--- src/rtl/wcs_pkg.sv ---
package wcs_pkg;
    localparam int TOK_W      = 32;
    localparam int CMD_BIT    = 31;
    localparam int IDX_HI     = 29;
    localparam int IDX_LO     = 25;
    localparam int IDX_W      = IDX_HI - IDX_LO + 1;
    localparam int CFG_VAL_W  = 25;
    localparam int DAT_VAL_W  = 26;
    localparam int MODE_IDX   = 26;
    localparam int CE_IDX     = 0;
    localparam int SCALE_LEN  = 3;
    localparam int TETRA_LEN  = 10;
    localparam int STEP_W     = $clog2(TETRA_LEN);
    localparam int CORNER_CNT = 8;
    localparam int CORNER_IDX = 15;
    localparam int FRAC_IDX   = 4;
    localparam int SRC_IDX    = 7;
    localparam int DST_IDX    = 11;

    typedef struct packed {
        logic              is_cfg;
        logic [IDX_W-1:0]  idx;
        logic [CFG_VAL_W-1:0] cfg_val;
        logic [DAT_VAL_W-1:0] dat_val;
    } tok_fields_t;

    function automatic logic [IDX_W-1:0] run_target(input logic tetra,
                                                    input logic [STEP_W-1:0] step);
        logic [IDX_W-1:0] t;
        if (tetra) begin
            if (int'(step) < CORNER_CNT) t = IDX_W'(CORNER_IDX + int'(step));
            else if (int'(step) == CORNER_CNT) t = IDX_W'(SRC_IDX);
            else t = IDX_W'(DST_IDX);
        end else begin
            if (step == '0) t = IDX_W'(FRAC_IDX);
            else if (step == STEP_W'(1)) t = IDX_W'(SRC_IDX);
            else t = IDX_W'(DST_IDX);
        end
        return t;
    endfunction
endpackage

--- src/rtl/wcs_tok_decode.sv ---
module wcs_tok_decode
    import wcs_pkg::*;
(
    input  logic [TOK_W-1:0] tok,
    output tok_fields_t      fields
);
    always_comb begin
        fields.is_cfg  = tok[CMD_BIT];
        fields.idx     = tok[IDX_HI:IDX_LO];
        fields.cfg_val = tok[CFG_VAL_W-1:0];
        fields.dat_val = tok[DAT_VAL_W-1:0];
    end
endmodule

--- src/rtl/wcs_seq_steer.sv ---
module wcs_seq_steer
    import wcs_pkg::*;
#(
    parameter int NUM_REGS = 27,
    parameter int DATA_W   = 32
) (
    input  logic              clk,
    input  logic              rst_n,
    input  logic              tok_valid,
    input  tok_fields_t       fields,
    input  logic              mode_bit,
    output logic              tok_ready,
    output logic              wr_en,
    output logic [IDX_W-1:0]  wr_idx,
    output logic [DATA_W-1:0] wr_val,
    output logic              job_start
);
    localparam logic [STEP_W-1:0] SCALE_LAST = STEP_W'(SCALE_LEN - 1);
    localparam logic [STEP_W-1:0] TETRA_LAST = STEP_W'(TETRA_LEN - 1);

    typedef struct packed {
        logic [STEP_W-1:0] step;
        logic              tetra;
        logic              start;
    } steer_t;

    steer_t st_d, st_q;
    logic   accept;
    logic   tetra_now;
    logic [STEP_W-1:0] last_step;

    assign accept    = tok_valid && !st_q.start;
    assign tok_ready = !st_q.start;
    assign job_start = st_q.start;

    always_comb begin
        st_d      = st_q;
        st_d.start = 1'b0;
        wr_en     = 1'b0;
        wr_idx    = '0;
        wr_val    = '0;
        tetra_now = (st_q.step == '0) ? mode_bit : st_q.tetra;
        last_step = tetra_now ? TETRA_LAST : SCALE_LAST;
        if (accept) begin
            if (fields.is_cfg) begin
                if (int'(fields.idx) < NUM_REGS) begin
                    wr_en  = 1'b1;
                    wr_idx = fields.idx;
                    wr_val = DATA_W'(fields.cfg_val);
                end
            end else begin
                wr_en      = 1'b1;
                wr_idx     = run_target(tetra_now, st_q.step);
                wr_val     = DATA_W'(fields.dat_val);
                st_d.tetra = tetra_now;
                if (st_q.step == last_step) begin
                    st_d.step  = '0;
                    st_d.start = 1'b1;
                end else begin
                    st_d.step = st_q.step + STEP_W'(1);
                end
            end
        end
    end

    always_ff @(posedge clk or negedge rst_n) begin
        if (!rst_n) st_q <= '0;
        else        st_q <= st_d;
    end


    start_one_cycle_chk: assert property (@(posedge clk) disable iff (!rst_n)
        job_start |=> !job_start);


    start_after_data_chk: assert property (@(posedge clk) disable iff (!rst_n)
        $rose(job_start) |-> $past(tok_valid && tok_ready && !fields.is_cfg));


    cfg_keeps_step_chk: assert property (@(posedge clk) disable iff (!rst_n)
        (tok_valid && tok_ready && fields.is_cfg) |=> $stable(st_q.step));


    mode_held_chk: assert property (@(posedge clk) disable iff (!rst_n)
        (st_q.step != '0) |=> $stable(st_q.tetra));


    step_bound_chk: assert property (@(posedge clk) disable iff (!rst_n)
        int'(st_q.step) < TETRA_LEN);
endmodule

--- src/rtl/wcs_regfile.sv ---
module wcs_regfile
    import wcs_pkg::*;
#(
    parameter int NUM_REGS = 27,
    parameter int DATA_W   = 32
) (
    input  logic              clk,
    input  logic              rst_n,
    input  logic              wr_en,
    input  logic [IDX_W-1:0]  wr_idx,
    input  logic [DATA_W-1:0] wr_val,
    input  logic [IDX_W-1:0]  rd_idx,
    output logic [DATA_W-1:0] rd_data,
    output logic              mode_bit
);
    logic [DATA_W-1:0] regs_d [NUM_REGS];
    logic [DATA_W-1:0] regs_q [NUM_REGS];

    for (genvar g = 0; g < NUM_REGS; g++) begin : g_reg
        always_comb begin
            regs_d[g] = regs_q[g];
            if (wr_en && int'(wr_idx) == g) regs_d[g] = wr_val;
        end
        always_ff @(posedge clk or negedge rst_n) begin
            if (!rst_n) regs_q[g] <= '0;
            else        regs_q[g] <= regs_d[g];
        end
    end

    always_comb begin
        rd_data = '0;
        for (int i = 0; i < NUM_REGS; i++) begin
            if (int'(rd_idx) == i && i != CE_IDX) rd_data = regs_q[i];
        end
    end

    assign mode_bit = regs_q[MODE_IDX][0];


    wr_in_range_chk: assert property (@(posedge clk) disable iff (!rst_n)
        wr_en |-> int'(wr_idx) < NUM_REGS);
endmodule

--- src/rtl/warp_cmd_seq.sv ---
module warp_cmd_seq
    import wcs_pkg::*;
#(
    parameter int NUM_REGS = 27,
    parameter int DATA_W   = 32
) (
    input  logic              clk,
    input  logic              rst_n,
    input  logic              tok_valid,
    output logic              tok_ready,
    input  logic [TOK_W-1:0]  tok_data,
    input  logic [IDX_W-1:0]  rd_idx,
    output logic [DATA_W-1:0] rd_data,
    output logic              job_start
);
    tok_fields_t       fields;
    logic              mode_bit;
    logic              wr_en;
    logic [IDX_W-1:0]  wr_idx;
    logic [DATA_W-1:0] wr_val;

    wcs_tok_decode i_dec (
        .tok    (tok_data),
        .fields (fields)
    );

    wcs_seq_steer #(.NUM_REGS(NUM_REGS), .DATA_W(DATA_W)) i_steer (
        .clk       (clk),
        .rst_n     (rst_n),
        .tok_valid (tok_valid),
        .fields    (fields),
        .mode_bit  (mode_bit),
        .tok_ready (tok_ready),
        .wr_en     (wr_en),
        .wr_idx    (wr_idx),
        .wr_val    (wr_val),
        .job_start (job_start)
    );

    wcs_regfile #(.NUM_REGS(NUM_REGS), .DATA_W(DATA_W)) i_rf (
        .clk      (clk),
        .rst_n    (rst_n),
        .wr_en    (wr_en),
        .wr_idx   (wr_idx),
        .wr_val   (wr_val),
        .rd_idx   (rd_idx),
        .rd_data  (rd_data),
        .mode_bit (mode_bit)
    );


    ce_reads_zero_chk: assert property (@(posedge clk) disable iff (!rst_n)
        (rd_idx == IDX_W'(CE_IDX)) |-> (rd_data == '0));
endmodule

--- config.mk ---
export PLATFORM = sky130hd
export DESIGN_NAME = warp_cmd_seq
export DESIGN_NICKNAME = d
export VERILOG_FILES = /design/src/rtl/wcs_pkg.sv /design/src/rtl/wcs_tok_decode.sv /design/src/rtl/wcs_seq_steer.sv /design/src/rtl/wcs_regfile.sv /design/src/rtl/warp_cmd_seq.sv
export SDC_FILE = /design/constraint.sdc
export NUM_CORES = 1
export LEC_CHECK = 0
export CAP_MARGIN = 20
export CORE_UTILIZATION = 55
export CTS_BUF_LIST = sky130_fd_sc_hd__clkbuf_2 sky130_fd_sc_hd__clkbuf_4 sky130_fd_sc_hd__clkbuf_8
export CTS_CLUSTER_DIAMETER = 120
export DETAILED_ROUTE_END_ITERATION = 8
export PLACE_DENSITY_LB_ADDON = 0.2
export SLEW_MARGIN = 15
export SYNTH_ARGS = -nofsm -noshare
export SYNTH_HDL_FRONTEND = slang
export SYNTH_HIERARCHICAL = 1
export SYNTH_SLANG_ARGS = --single-unit
--- constraint.sdc ---
create_clock -name clk -period 4.62 [get_ports clk]
set_clock_uncertainty 0.2 [all_clocks]
set_input_delay 0.924 -clock clk [delete_from_list [all_inputs] [get_ports clk]]
set_output_delay 0.924 -clock clk [all_outputs]
set_load 0.02 [all_outputs]
## Yosys cells after proc, flatten, opt, wreduce, memory -nomap -nowiden

Cells that the tools add are included.

- $add $sub $neg: 2
- $lt $le $gt $ge: 2
- Equality and inequality tests: 55
- Mux-type cells: 46
- Bitwise operators: 1
- Reductions and logical operators: 30

Operator list:

| operator | number |
|---|---|
| two-way mux 32 bit | 27 |
| equality test 5 bit (second input constant) | 32 |
| equality test 5 x 4 -> 1 bit (second input constant) | 14 |
| two-way mux 5 bit | 6 |
| logical AND 1 bit | 27 |
| two-way mux 26 bit | 1 |
| two-way mux 25 bit | 1 |
| equality test 5 x 3 -> 1 bit (second input constant) | 4 |
| two-way mux 4 bit | 4 |
| equality test 5 x 2 -> 1 bit (second input constant) | 2 |
| two-way mux 1 bit | 7 |
| adder 4 x 4 -> 5 bit (first input constant) | 1 |
| less-than comparator 5 bit (second input constant) | 1 |
| adder 4 x 1 -> 4 bit (second input constant) | 1 |
| equality test 4 x 1 -> 1 bit (second input constant) | 1 |
| equality test 4 bit | 1 |
| equality test 4 bit (second input constant) | 1 |
| logical NOT 4 bit | 1 |
| less-than comparator 4 bit (second input constant) | 1 |
| AND reduction 2 bit | 1 |
| logical NOT 1 bit | 1 |
| inverter 1 bit | 1 |

- Register bits: 838
- Input port bits: 40
- Output and inout bits: 34
- Word-level logic and storage cells: 165

## Logic depth before layout (Yosys ltp)

Gate-level depths: netlist (run 1).

- Word-level depth: 27
- Gate-level depth with buffers: 14
- Mapped depth without buffers: 11

## Cells and area by module

The synthesis (run 1) kept the hierarchy.

Modules (own cells, without submodules):

| module | times used | cells each | area an instance (sq um) | sequential area each (sq um) |
|---|---|---|---|---|
| wcs_regfile | 1 | 3,181 | 39,409.0 | 20,820.0 |
| wcs_seq_steer | 1 | 111 | 935.9 | 150.1 |
| wcs_tok_decode | 1 | 57 | 427.9 | 0.0 |

## Least setup slack after synthesis (run 1)

Ideal clock, no wire load.

- Path type: in2out
- Start: in rd_idx[3]
- End: out rd_data[6]
- Arrival time: 2,845 ps
- Required time: 3,496 ps
- Setup slack: 651 ps
- Cell stages on the path: 9
- Path buffers: 3
- Cells stage by stage: buf_2 -> buf_6 -> buf_2 -> nand3b_2 -> nor3_1 -> or4_1 -> o21ai_1 -> o211ai_1 -> a311oi_1

- Cells in the longest elaborated chain, start to end: 27
- Elaborated cells between the ends (all ways): 52
- Classes of those cells: eq/ne (26); mux (26)

RTL lines:

| what | RTL line | text |
|---|---|---|
| start, declared | warp_cmd_seq.sv:12 | `input logic [IDX_W-1:0] rd_idx,` |
| equality test 5 x 2 -> 1 bit | wcs_regfile.sv:33 | `if (int'(rd_idx) == i && i != CE_IDX) rd_data = regs_q[i];` |
| two-way mux 32 bit (25 in a row) | wcs_regfile.sv:33 |  |
| two-way mux 32 bit (*) | wcs_regfile.sv:33 |  |
| end, declared | warp_cmd_seq.sv:13 | `output logic [DATA_W-1:0] rd_data,` |

Mark *: on every way between the ends. The rest lies on a longest branch, timed or not.

## Worst setup path after layout (run 1)

- Start: in rd_idx[3]
- End: out rd_data[23]

Same word-level chain as after synthesis.

==> results of run 1 <==
[metal layers]
metal	global-route usage, %	up-vias	part of all wire, %
met1	51.6	16600	40
li1	-	13100	-
met3	8.50	428	9.6
met2	58.1	1814	45
met5	0	-	0.020
met4	19.3	4	5.3
[logic make-up after synthesis]
| logic type | count (synthesis) | share of synthesized area (%) |
|---|---|---|
| compound gates | 759 | 12.6 |
| fa+ha+maj | 3 | 0.0921 |
| buf+inv | 387 | 4.80 |
| flops | 838 | 51.4 |
| mux | 910 | 25.1 |
| other cells | 1 | 0.00920 |
| simple gates | 451 | 5.92 |
[flip-flops by register name, summed over array words and instances (netlist names)]
signal / count
i_steer/st_q: 5
i_steer/job_start: 1
i_rf/mode_bit: 1
i_rf/regs_q: 831
[layout make-up]
cell class | count | share of cell area (%)
clock buffers | 229 | 5.76
flip-flops and latches | 838 | 42.8
diodes | 3 | 0.0153
clock inverters | 24 | 0.439
multi-input cells | 2129 | 37.2
well taps | 959 | 2.45
inverters | 17 | 0.135
repair buffers | 611 | 11.2
[power by group]
| group | internal (mW) | switching (mW) |
|---|---|---|
| combinational | 2.51 | 2.25 |
| sequential | 9.32 | 1.11 |
| clock | 3.98 | 3.09 |
| total | 15.8 | 6.46 |
[worst paths after layout]
path	to	start	slack (ps)
setup / recovery	rd_data[23]	rd_idx[3]	-120
hold / removal	i_steer/st_q[3]	rst_n	-8
setup reg to reg	i_rf/regs_q[564]	i_steer/st_q[2]	940
hold reg to reg	i_rf/regs_q[745]	i_rf/regs_q[745]	290
max in group asynchronous	i_rf/regs_q[114]	rst_n	3020
min in group clk	i_rf/regs_q[745]	i_rf/regs_q[745]	290
[stage by stage]
stage	power (mW)	util (%)	cell area [um2]	hold WS, ps
detailed placement	15.2	62.3	45600	282
finish	22.3	66.9	49000	-7.92
floorplan	13.3	-	40800	259
global route	23.2	66.9	49000	44.7
global placement	14.8	62.3	45600	268
CTS	22.2	66.8	48900	13.2
[what timing repair did]
action / 4_1_cts / 5_1_grt
pin swaps: 10 / 5
gates resized for setup: 65 / 24
buffers inserted: 10 / 1
endpoints found under the setup margin: 29 / 11
[cell usage after synthesis, drive strengths merged, types with 16 or more instances]
master,count
mux2,853
dfrtp,838
buf,223
o21ai,198
clkbuf,147
nor2,122
a21oi,117
nand2,113
o22ai,63
mux2i,52
nand3,45
a22oi,44
a22o,40
o221ai,35
nor3,32
a211oi,28
a221oi,28
o211ai,26
nor2b,23
a31oi,21
nand2b,21
a222oi,17
inv,16
o21a,16
[critical path: stages]
cell,delay [ps]
buf_2,160
buf_12,170
buf_4,160
and3b_1,210
buf_4,170
nand2_1,120
buf_12,200
buf_4,180
o22ai_1,90
a211oi_1,400
buf_4,190
o41ai_1,60
buf_4,200
o211ai_1,170
buf_4,210
==> impl_metrics.ini, run 1 <==
[status]
outcome = complete, but fails checks
violations = design-rule violations, negative hold slack, negative setup slack

[clocking]
cts_tree = built
clk_root_buffer_cell = clkbuf_8
holdBufCountCts = 0
numCtsBuffers = 143
clk_path_buf_depth = 3
cts.sinks = 838
clkTransAtPathRegs_ps = 60
htreeDepth = 4
worstSkewPairLatency_ps = 810

[logic_synthesis]
yosysSeqAreaShare_pct = 51.4
synth.avg_cell_area_um2 = 12.2
ys_top_cells_by_area = dfrtp_1 51%, mux2_2 23%, o21ai_0 2.1%, buf_4 1.5%, a21oi_1 1.4%
yosysTopAreaCell = dfrtp_1
yosysWarnings = 6
synth_cells = 3349
ys_seq_elements = 838
async_reset_ff_share_pct = 100
synth_flop_cell = dfrtp_1
synth_cell_types = 103
mappedNetlistArea_um2 = 40800
synth_edf_count = 0
synth_top_cell_area_share_pct = 51.4

[worst_setup_path]
crit_fanout = 17
rr_worst_depth = 12
crit_arrival_ps = 3620
worst_ep_required_time_ps = 3500
cp-start-kind = primary input
cp-end-kind = primary output
criticalPathCategory = in2out

[final_layout]
fillers = 5373
most-common-layout-cells = 847 x mux2_2, 838 x dfrtp_1, 483 x buf_4
multi_input_area_um2 = 18200
instances_no_fill = 4810
regArea_um2 = 21000
final_common_cell = mux2_2
finalNetCount = 3783
area_growth_pct = 20.2
drive_gt1_share_pct = 45.9

[sta]
relSlewSlack_pct = 28.9
setup_violations = 2
clock.fmax_mhz = 211
maxSlewViolCount = 0
fin_setup_tns_ps = -151
finalHoldViolCount = 2
rsz0062_at_grt = true
whs_ps = -7.92
post-route-period-util_pct = 103
period_minus_slack_ps = 4740
layout_setup_ws_ps = -124
tightest_slew_ps = 1070

[placed_design]
gp_congestion = 0.940
pre_cts_ws_ps = -503
dp_cells = 4543
numPortBuffers = 72
dp_hpwl_um = 98000

[pwr]
power_density_nw_per_um2 = 455
power_leakage_nw = 23.6
peakVddDrop_mv = 0.369

[routing]
drc_errors = 4
first_pass_iters = 8
viasPerCell = 6.66
via_count = 32000
wl_per_cell_um = 29.5
wl_um = 142000
ant_nets = 0
drtIter0Drc = 3899

[global_routing]
grt_pass1_vias = 32500
grt_max_degree = 104
gr-total-overflow = 0
grt_use_total_pct = 38.2
grt_pass1_wl_um = 211000
grt_antenna_before_repair = 5

[die]
ios = 74
die_x_um = 274
initial_utilization_pct = 55.7
die_y_um = 274
dieArea_um2 = 75200
rows = 99
core_area_um2 = 73200

[min_path]
hold_class = in2async

[flow_run]
max_cap_violations = 0
No activity file was read; power rests on OpenSTA's default activity.
==> run 2, diff against run 1 <==
--- a/config.mk
+++ b/config.mk
@@ -10,7 +10,9 @@
 export CTS_BUF_LIST = sky130_fd_sc_hd__clkbuf_2 sky130_fd_sc_hd__clkbuf_4 sky130_fd_sc_hd__clkbuf_8
 export CTS_CLUSTER_DIAMETER = 120
 export DETAILED_ROUTE_END_ITERATION = 8
+export MAX_ROUTING_LAYER = met4
 export PLACE_DENSITY_LB_ADDON = 0.2
+export SETUP_SLACK_MARGIN = 0.1
 export SLEW_MARGIN = 15
 export SYNTH_ARGS = -nofsm -noshare
 export SYNTH_HDL_FRONTEND = slang
==> impl_metrics.ini, run 2 (synthesis gave the netlist of run 1 again) <==
[status]
outcome = complete, but fails checks
violations = design-rule violations

[pwr]
p_seq_share_pct = 46.7
peakVddDrop_mv = 0.299
power_leakage_nw = 23.7
comb_power_share_pct = 21.5
power_frac_clock_pct = 31.8
power.internal_mw = 15.8
power.total_mw = 22.4
sw_frac_of_total_pct = 29.4
power_density_nw_per_um2 = 453
p_sw_mw = 6.59

[placed_design]
numPortBuffers = 72
gp_congestion = 0.956
dp_hpwl_um = 98000

[routing]
drc_errors = 4
via_count = 32000
wl_um = 143000
wl_per_cell_um = 29.7
drtIter0Drc = 3788
ant_nets = 0
first_pass_iters = 8
viasPerCell = 6.64

[final_layout]
area_growth_pct = 21.1
drive_gt1_share_pct = 46.3
finalNetCount = 3785
most-common-layout-cells = 847 x mux2_2, 838 x dfrtp_1, 466 x buf_4
largest_register = i_rf/regs_q
final_common_cell = mux2_2
largestRegisters = i_rf/regs_q: 831 flops, i_steer/st_q: 5 flops
largest_reg_flops = 831

[global_routing]
grt_antenna_before_repair = 2
grt_max_degree = 101
grt_pass1_vias = 32400
gr-total-overflow = 0
grt_pass1_wl_um = 212000
grt_use_total_pct = 39.6

[sta]
tightest_slew_ps = 941
period_minus_slack_ps = 4580
whs_ps = 300
clock.fmax_mhz = 218
relSlewSlack_pct = 37.3
maxSlewViolCount = 0
finalHoldViolCount = 0
post-route-period-util_pct = 99.1
setup_violations = 0
rsz0062_at_grt = true

[die]
dieArea_um2 = 75200
initial_utilization_pct = 55.7
rows = 99
die_y_um = 274
die_x_um = 274
core_area_um2 = 73200
ios = 74

[worst_setup_path]
cp_cell_sequence = buf_12 -> buf_4 -> nor2b_4 -> buf_6 -> nand2_1 -> buf_4 -> buf_4 -> o32ai_1 -> o21bai_4 -> o311ai_4 -> buf_4 -> a21oi_1 -> buf_4
max_stage_delay_ps = 290
crit_arrival_ps = 3450
worst_ep_required_time_ps = 3500
crit_fanout = 16
cp-start-kind = primary input
reg2reg_setup_slack_ps = 810
cp-end-kind = primary output
criticalPathCategory = in2out
slowest_stage = o311ai_4
cp_common_cell = buf_4

[clocking]
cts.sinks = 838
clk_path_buf_depth = 3
clkTransAtPathRegs_ps = 50
clk_root_buffer_cell = clkbuf_8
worstSkewPairLatency_ps = 820
numCtsBuffers = 142
htreeDepth = 4
cts_tree = built

[flow_run]
max_cap_violations = 0

[min_path]
hold_class = reg2reg
-- run 2: worst paths after layout --
check                                 startpoint                to  cells after the start
worst max-delay path                   rd_idx[1]       rd_data[10]                     13
worst min-delay path            i_rf/regs_q[447]  i_rf/regs_q[447]                      1
worst max register to register   i_steer/st_q[2]  i_rf/regs_q[542]                     12
worst min register to register  i_rf/regs_q[447]  i_rf/regs_q[447]                      1
max in group asynchronous                  rst_n  i_rf/regs_q[668]                      3
min in group asynchronous                  rst_n   i_steer/st_q[2]                      2
-- run 2: metal layers --
| metal | GRT usage (%) | share of wire, % | up-vias |
|---|---|---|---|
| li1 | - | - | 13200 |
| met1 | 51.5 | 39 | 16400 |
| met2 | 58.4 | 45 | 1879 |
| met3 | 8.19 | 9.7 | 490 |
| met4 | 20.8 | 5.6 | 0 |
| met5 | - | 0 | - |
-- run 2: power by group through the flow --
| stage | clock network, mW | registers [mW] | logic [mW] |
|---|---|---|---|
| after floorplan | 0 | 10.1 | 3.15 |
| after global placement | 0 | 10.3 | 4.48 |
| after detailed placement | 0 | 10.5 | 4.68 |
| after CTS | 7.20 | 10.4 | 4.73 |
| after global routing | 7.51 | 10.6 | 5.12 |
| final | 7.11 | 10.4 | 4.82 |
-- run 2: area by class of cell --
| class | instances | area, um2 |
|---|---|---|
| Timing Repair Buffer | 614 | 5720 |
| Tap cell | 959 | 1200 |
| Clock buffer | 225 | 2780 |
| Antenna cell | 3 | 7.51 |
| Clock inverter | 26 | 275 |
| Sequential cell | 838 | 21000 |
| Fill cell | 5343 | 23800 |
| Multi-Input combinational cell | 2129 | 18400 |
| Inverter | 17 | 68.8 |
-- run 2: repair_timing --
item | CTS | global route
pin swaps | 11 | 7
cloned | 1 | 2
buffers inserted | 10 | 9
setup endpoints to repair | 32 | 13
hold buffers | 1 | 0
endpoints found under the hold margin | 5 | 0
gates resized for setup | 109 | 32
-- run 2: critical path: cells and delay by family --
family | cells | cell delay (ps)
AND/OR/NAND/NOR | 2 | 450
AO/OA/AOI/OAI | 4 | 790
buffers and inverters | 7 | 1270
-- run 2: through the flow --
| stage | cell area, um2 | TNS (ps) | setup WS, ps | utilization, % | cells |
|---|---|---|---|---|---|
| 2_1_floorplan | 40800 | 0 | 651 | - | 3354 |
| 3_3_place_gp | 45600 | -5680 | -499 | 62.3 | 4534 |
| 3_5_place_dp | 45600 | -5690 | -475 | 62.3 | 4534 |
| 4_1_cts | 49100 | 0 | 30.8 | 67.1 | 4797 |
| 5_1_grt | 49400 | 0 | 67.2 | 67.4 | 4810 |
| 6_report | 49400 | 0 | 41.5 | 67.4 | 4811 |
